File: src/rtl/hf_pkg.sv
package hf_pkg;
  localparam int unsigned DW    = 32;
  localparam int unsigned DEPTH = 16;
  localparam int unsigned CW    = $clog2(DEPTH + 1);
  localparam int unsigned PG_LSB = 0;
  localparam int unsigned RD_LSB = 8;

  localparam logic [2:0] A_STATUS = 3'd0;
  localparam logic [2:0] A_WMARK  = 3'd1;
  localparam logic [2:0] A_LEVEL  = 3'd2;
  localparam logic [2:0] A_FRST   = 3'd3;
  localparam logic [2:0] A_RDATA  = 3'd4;
  localparam logic [2:0] A_PDATA  = 3'd5;
endpackage

File: src/rtl/hf_fifo.sv
module hf_fifo #(
  parameter int unsigned DW    = 32,
  parameter int unsigned DEPTH = 16,
  localparam int unsigned CW   = $clog2(DEPTH + 1),
  localparam int unsigned AW   = (DEPTH > 1) ? $clog2(DEPTH) : 1
) (
  input  logic          clk_i,
  input  logic          rst_ni,
  input  logic          clr_i,
  input  logic          push_i,
  input  logic [DW-1:0] wdata_i,
  input  logic          pop_i,
  output logic [DW-1:0] head_o,
  output logic [CW-1:0] count_o,
  output logic          full_o,
  output logic          empty_o
);
  logic [DW-1:0] mem_q [DEPTH];
  logic [AW-1:0] wr_ptr_q, rd_ptr_q;
  logic [CW-1:0] count_q;
  logic          do_push, do_pop;

  assign full_o  = (count_q == CW'(DEPTH));
  assign empty_o = (count_q == '0);
  assign do_push = push_i && !full_o && !clr_i;
  assign do_pop  = pop_i && !empty_o && !clr_i;

  function automatic logic [AW-1:0] nxt(input logic [AW-1:0] p);
    return (p == AW'(DEPTH - 1)) ? '0 : p + 1'b1;
  endfunction

  always_ff @(posedge clk_i or negedge rst_ni) begin
    if (!rst_ni) begin
      wr_ptr_q <= '0;
      rd_ptr_q <= '0;
      count_q  <= '0;
    end else if (clr_i) begin
      wr_ptr_q <= '0;
      rd_ptr_q <= '0;
      count_q  <= '0;
    end else begin
      if (do_push) wr_ptr_q <= nxt(wr_ptr_q);
      if (do_pop)  rd_ptr_q <= nxt(rd_ptr_q);
      if (do_push && !do_pop)      count_q <= count_q + 1'b1;
      else if (do_pop && !do_push) count_q <= count_q - 1'b1;
    end
  end

  always_ff @(posedge clk_i) begin
    if (do_push) mem_q[wr_ptr_q] <= wdata_i;
  end

  assign head_o  = mem_q[rd_ptr_q];
  assign count_o = count_q;

  AST_NO_OVERFLOW: assert property (@(posedge clk_i) disable iff (!rst_ni)
    count_q <= CW'(DEPTH));
  AST_FULL_PUSH_DROP: assert property (@(posedge clk_i) disable iff (!rst_ni)
    full_o && push_i && !pop_i && !clr_i |=> full_o);
  AST_EMPTY_POP_IGNORED: assert property (@(posedge clk_i) disable iff (!rst_ni)
    empty_o && pop_i && !push_i && !clr_i |=> empty_o);
  AST_CLR_EMPTIES: assert property (@(posedge clk_i) disable iff (!rst_ni)
    clr_i |=> empty_o);
endmodule

File: src/rtl/hf_lvl.sv
module hf_lvl #(
  parameter int unsigned CW   = 5,
  parameter bit          FILL = 1'b1
) (
  input  logic [CW-1:0] count_i,
  input  logic [CW-1:0] thr_i,
  output logic          hit_o
);
  generate
    if (FILL) begin : g_fill
      assign hit_o = (count_i >= thr_i);
    end else begin : g_drain
      assign hit_o = (count_i <= thr_i);
    end
  endgenerate
endmodule

File: src/rtl/flash_host_fifos.sv
module flash_host_fifos
  import hf_pkg::*;
(
  input  logic          clk_i,
  input  logic          rst_ni,
  input  logic          reg_we_i,
  input  logic          reg_re_i,
  input  logic [2:0]    reg_addr_i,
  input  logic [DW-1:0] reg_wdata_i,
  output logic [DW-1:0] reg_rdata_o,
  output logic          reg_err_o,
  input  logic          rd_push_i,
  input  logic [DW-1:0] rd_wdata_i,
  output logic          rd_full_o,
  input  logic          pg_pop_i,
  output logic [DW-1:0] pg_rdata_o,
  output logic          pg_empty_o,
  output logic [3:0]    intr_o
);
  logic [CW-1:0] rd_cnt, pg_cnt, wm_rd_q, wm_pg_q;
  logic [DW-1:0] rd_head, rdata_q, rd_mux;
  logic          rd_full, rd_empty, pg_full, pg_empty;
  logic          frst_q, err_q, clr;
  logic          wr_pdata, rd_rdata, rd_lvl, pg_lvl;

  assign clr      = reg_we_i && (reg_addr_i == A_FRST) && reg_wdata_i[0];
  assign wr_pdata = reg_we_i && (reg_addr_i == A_PDATA);
  assign rd_rdata = reg_re_i && (reg_addr_i == A_RDATA);

  hf_fifo #(.DW(DW), .DEPTH(DEPTH)) u_rd (
    .clk_i, .rst_ni, .clr_i(clr),
    .push_i(rd_push_i && !frst_q), .wdata_i(rd_wdata_i),
    .pop_i(rd_rdata), .head_o(rd_head), .count_o(rd_cnt),
    .full_o(rd_full), .empty_o(rd_empty)
  );

  hf_fifo #(.DW(DW), .DEPTH(DEPTH)) u_pg (
    .clk_i, .rst_ni, .clr_i(clr),
    .push_i(wr_pdata && !frst_q), .wdata_i(reg_wdata_i),
    .pop_i(pg_pop_i), .head_o(pg_rdata_o), .count_o(pg_cnt),
    .full_o(pg_full), .empty_o(pg_empty)
  );

  hf_lvl #(.CW(CW), .FILL(1'b1)) u_rd_lvl (.count_i(rd_cnt), .thr_i(wm_rd_q), .hit_o(rd_lvl));
  hf_lvl #(.CW(CW), .FILL(1'b0)) u_pg_lvl (.count_i(pg_cnt), .thr_i(wm_pg_q), .hit_o(pg_lvl));

  always_ff @(posedge clk_i or negedge rst_ni) begin
    if (!rst_ni) begin
      wm_rd_q <= '0;
      wm_pg_q <= '0;
      frst_q  <= 1'b0;
      err_q   <= 1'b0;
    end else begin
      err_q <= wr_pdata && pg_full;
      if (reg_we_i && reg_addr_i == A_WMARK) begin
        wm_pg_q <= reg_wdata_i[PG_LSB +: CW];
        wm_rd_q <= reg_wdata_i[RD_LSB +: CW];
      end
      if (reg_we_i && reg_addr_i == A_FRST) frst_q <= reg_wdata_i[0];
    end
  end

  always_comb begin
    rd_mux = '0;
    unique case (reg_addr_i)
      A_STATUS: rd_mux[3:0] = {pg_empty, pg_full, rd_empty, rd_full};
      A_WMARK: begin
        rd_mux[PG_LSB +: CW] = wm_pg_q;
        rd_mux[RD_LSB +: CW] = wm_rd_q;
      end
      A_LEVEL: begin
        rd_mux[PG_LSB +: CW] = pg_cnt;
        rd_mux[RD_LSB +: CW] = rd_cnt;
      end
      A_FRST:  rd_mux[0] = frst_q;
      A_RDATA: rd_mux = rd_empty ? '0 : rd_head;
      default: rd_mux = '0;
    endcase
  end

  always_ff @(posedge clk_i or negedge rst_ni) begin
    if (!rst_ni)       rdata_q <= '0;
    else if (reg_re_i) rdata_q <= rd_mux;
  end

  assign reg_rdata_o = rdata_q;
  assign reg_err_o   = err_q;
  assign rd_full_o   = rd_full;
  assign pg_empty_o  = pg_empty;
  assign intr_o      = {pg_empty, rd_full, pg_lvl, rd_lvl};

  AST_FRST_HOLDS_EMPTY: assert property (@(posedge clk_i) disable iff (!rst_ni)
    frst_q |-> (rd_cnt == '0) && (pg_cnt == '0));
  AST_FULL_WRITE_ERR: assert property (@(posedge clk_i) disable iff (!rst_ni)
    wr_pdata && pg_full |=> reg_err_o && !pg_empty_o);
  AST_ERR_CAUSE: assert property (@(posedge clk_i) disable iff (!rst_ni)
    reg_err_o |-> $past(wr_pdata));
  AST_EMPTY_READ_ZERO: assert property (@(posedge clk_i) disable iff (!rst_ni)
    rd_rdata && rd_empty |=> reg_rdata_o == '0);
  AST_PUSH_CLEARS_PG_EMPTY: assert property (@(posedge clk_i) disable iff (!rst_ni)
    wr_pdata && !frst_q && !clr && !pg_pop_i |=> !intr_o[3]);
endmodule

File: config.mk
export PLATFORM = sky130hd
export DESIGN_NAME = flash_host_fifos
export DESIGN_NICKNAME = d
export VERILOG_FILES = /design/src/rtl/hf_pkg.sv /design/src/rtl/hf_fifo.sv /design/src/rtl/hf_lvl.sv /design/src/rtl/flash_host_fifos.sv
export SDC_FILE = /design/constraint.sdc
export NUM_CORES = 1
export LEC_CHECK = 0
export BUFFER_PORTS_ARGS = -buffer_cell sky130_fd_sc_hd__buf_2
export CORE_AREA = 2 2 268 270
export DETAILED_ROUTE_END_ITERATION = 7
export DIE_AREA = 0 0 270 272
export PLACE_DENSITY_LB_ADDON = 0.2
export SKIP_CTS_REPAIR_TIMING = 1
export SYNTH_ARGS = -nofsm -noshare
export SYNTH_HDL_FRONTEND = slang
export SYNTH_SLANG_ARGS = --single-unit
File: constraint.sdc
create_clock -name clk_i -period 11.6 [get_ports clk_i]
set_input_delay 0.58 -clock clk_i [delete_from_list [all_inputs] [get_ports clk_i]]
set_output_delay 0.58 -clock clk_i [all_outputs]
set_load 0.02 [all_outputs]
==> results <==
- The number of synthesized flops with an enable pin is 1024.
- The top cell types in the final layout, fill and taps aside, are 1024 x sky130_fd_sc_hd__edfxtp_1, 292 x sky130_fd_sc_hd__mux4_2, 142 x sky130_fd_sc_hd__buf_2.
- The top-level port count is 144.
- The post-synth design cell area is 42600 um^2.
- Per report_power, the sequential group accounts for 45.0% of the total.
- Yosys printed 0 warnings.
- The path category of the worst min-delay check is in2reg.
- At the worst endpoint, the required time is 11.02 ns.
- The arrival time at the worst endpoint is 4.70 ns.
- The worst register-to-register path begins at u_rd.rd_ptr_q[0].
- For this design, the sink count on the clock tree is 1094.
- The total number of H-tree levels is 3.
- The number of antenna violations at the first check in global routing came to 9.
- The number of register bits inferred by synthesis is 1094.
- Cell internal power was estimated by the tool at 7.82 mW.
- The total area inside the core boundary comes to 70800 um^2.
- The leakage dissipation is 15.6 nW.
- Combinational logic burns 22.7% of the power.
- The final-report hold violation count is 0.
- The post-synth net total is 2037.
- The share of the clock period used by the worst path after layout is 45.5%.
- Detailed placement ended at an HPWL of 46300 um.
- The total negative slack for setup checks is 0 ns.
- The number of max-slew violations in the final report is 0.
- The routed length per instance is 28.2 um.
- Clock tree synthesis inserted a total of 107 buffers.
- Global routing finished with a remaining overflow of 0.
- After synthesis, the netlist uses 59 different library cells.
- The critical path startpoint category is a flop.
- The critical path starts at u_pg.rd_ptr_q[0].
- In the routed design, unresolved DRC markers number 0.
- The total global-route track usage is 24.8%.
- The worst hold path passes through 3 cells.
- The buffer cell driving the clock tree root is sky130_fd_sc_hd__clkbuf_16.
- Once the floorplan was initialized, standard cells occupied 60.2% of the core.
- The routed design has 89400 um of wire.
- The cell row count is 98.
- The number of violations reported at the end of detailed-routing iteration 0 is 1797.
- Setup repair after global routing left no endpoint under its margin.
- The weighted congestion reported at the end of routability-driven placement is 0.769.
- The total die area is 73400 um^2.
- Counting cells, the worst reg-to-reg path comes to 6.
- Max-cap violations in this run came to 0.
- The critical path endpoint category is an output port.
- The height of the die is 272 um.
- In the synthesized netlist the dominant register cell turns out to be sky130_fd_sc_hd__edfxtp_1.
- The iteration count of the initial detailed-routing pass is 5.
- The maximum fanout count along the critical path is 49.
- The first-pass GRT wire length is 134000 um.
- The most common cell after layout, fill and taps aside is sky130_fd_sc_hd__edfxtp_1.
- At the later pin of the worst-skew pair, clock insertion delay measures 0.66 ns.
- The worst-case IR drop observed on VDD is 0.166 mV.
- The die extent in x is 270 um.
- The worst register-to-register path has a setup slack of 8.07 ns.
- Once detail routing completed, the nets flagged for antenna violations numbered 0.
- The clock tree from TritonCTS is done.
- Setup violations remaining at the end of the flow were counted as 0.
- Using the TritonRoute via totals, the vias-per-cell ratio works out to 6.37.
- Net switching is 27.2% of the power.
- Entering global routing, the biggest net connects 81 pins.
- The fraction of layout instances using a drive strength above 1 is 31.3%.
- The async set-or-reset flop fraction in the synthesized netlist is 6.40%.
- The time the worst path needs with I/O delays and setup is 5.28 ns.
- The critical path class is reg2out.
- The start point of the worst hold path is pg_pop_i.
- The synthesized instance count is 1935.
- The total power divided by cell area is 223 nW/um^2.
- The final worst clock skew is 0.0183 ns.
- Buffers placed on the I/O ports in this run total 143.
- The final-layout worst hold slack is 0.232 ns.
- The headroom to the max-slew limit is 16.8%.
- Derived from the worst setup path, the maximum achievable clock frequency is 189 MHz.
- The via count of the first global-routing pass was 21200.
- The analysis attributes to net switching a power of 2.92 mW.
- The clock-pin transition on the worst setup and hold timing paths is 0.06 ns.
- The detailed-route via count is 20200.
- Including well taps, the total number of placed cells is 2964.
- The final-stage net count is 2226.
- For the pin with the worst max-slew slack, the measured transition is 1.25 ns.
- The number of cells in the finished layout apart from fillers is 3168.
- The share of total power dissipated in the clock network is 32.3%.
- Averaged over all synthesized cells, the footprint is 22.0 um^2.
- The share of the Yosys chip area taken by registers is 76.3%.
- The flow ran to the end, and the final reports show no timing, DRC or antenna violations.
- For hold timing, the worst endpoint is u_pg.count_o[4].
- In this run the deepest clock path goes through 3 buffers.
- The synthesis-to-finish area growth is 12.8%.
- The endpoint identified for the worst register-to-register timing path is reg_rdata_o[22].
-- cells in the mapped netlist (all sizes together), types with 30 or more instances --
| cell type | instances | area share, % |
|---|---|---|
| a22o | 30 | 0.62 |
| mux4 | 292 | 15 |
| buf | 58 | 0.85 |
| nand2 | 53 | 0.47 |
| nor2 | 36 | 0.32 |
| nor2b | 30 | 0.44 |
| edfxtp | 1024 | 72 |
| a21oi | 38 | 0.45 |
| dfrtp | 70 | 4.1 |
| a211oi | 31 | 0.55 |
| clkbuf | 53 | 0.47 |
-- how the worst max path moves through the flow --
stage / end / slack (ns) / cells past startpoint
floorplan: u_rd.mem_q[2][0] / 7.54 / 6
global placement: pg_rdata_o[30] / 6.89 / 5
detailed placement: pg_rdata_o[9] / 6.83 / 5
CTS: pg_rdata_o[9] / 6.10 / 5
global route: pg_rdata_o[9] / 5.87 / 5
finish: pg_rdata_o[30] / 6.32 / 5
-- power by group through the flow --
stage / Combinational [mW] / Clock [mW] / Sequential [mW]
global route: 2.63 / 3.68 / 4.87
global placement: 2.41 / 0 / 4.91
floorplan: 2.05 / 0 / 4.68
CTS: 2.48 / 3.52 / 4.84
detailed placement: 2.47 / 0 / 4.92
finish: 2.44 / 3.47 / 4.83
-- area by class of cell --
class,count,area (um^2)
inverter,18,67.6
clock inverter,55,617
antenna,7,17.5
fill,4436,22700
timing repair buffer,191,1080
clock buffer,141,2940
tap,950,1190
sequential,1094,32500
multi-input combinational,712,9640
-- cells by family after synthesis --
family,after synthesis,synth area share [%]
DFF,1094,76.3
and+or+nand+nor,179,2.16
adders and majority gates,29,0.887
xor gates and xnor gates,9,0.203
AOI/OAI and AO/OA,169,2.77
buffers and inverters,129,1.47
muxes,326,16.3
-- state kept, by name (all words and copies together), names as in the netlist --
name and flops:
u_pg.count_o 5, u_pg.rd_ptr_q 4, u_rd.count_o 5, u_rd.rd_ptr_q 4, u_pg.wr_ptr_q 4, frst_q 1
reg_err_o 1, wm_pg_q 5, u_pg.mem_q 512, u_rd.wr_ptr_q 4, reg_rdata_o 32, u_rd.mem_q 512
wm_rd_q 5
-- metrics by stage --
stage | worst slack [ns] | util [%] | instance area [um^2] | power (mW)
floorplan | 7.54 | - | 42600 | 6.73
global placement | 6.89 | 62.9 | 44500 | 7.33
detailed placement | 6.83 | 62.9 | 44500 | 7.39
CTS | 6.10 | 67.9 | 48000 | 10.8
global route | 5.87 | 67.9 | 48100 | 11.2
finish | 6.32 | 67.9 | 48100 | 10.7
-- critical path, stage by stage (launching register included) --
cell and delay [ns]:
sky130_fd_sc_hd__dfrtp_4 0.98, sky130_fd_sc_hd__buf_4 0.77, sky130_fd_sc_hd__buf_4 0.87, sky130_fd_sc_hd__mux4_2 0.60
sky130_fd_sc_hd__mux4_2 0.51, sky130_fd_sc_hd__buf_2 0.19
-- per-layer routing --
metal	up-vias	part of all wire [%]	track usage, %	wire [um]
met5	-	0.038	0	34
met3	153	5.8	3.72	5160
met4	6	2.5	8.13	2280
met1	10800	39	32.7	34700
met2	728	53	43.2	47300
li1	8508	-	-	-
Note: power is estimated with default switching activity, not from simulation.
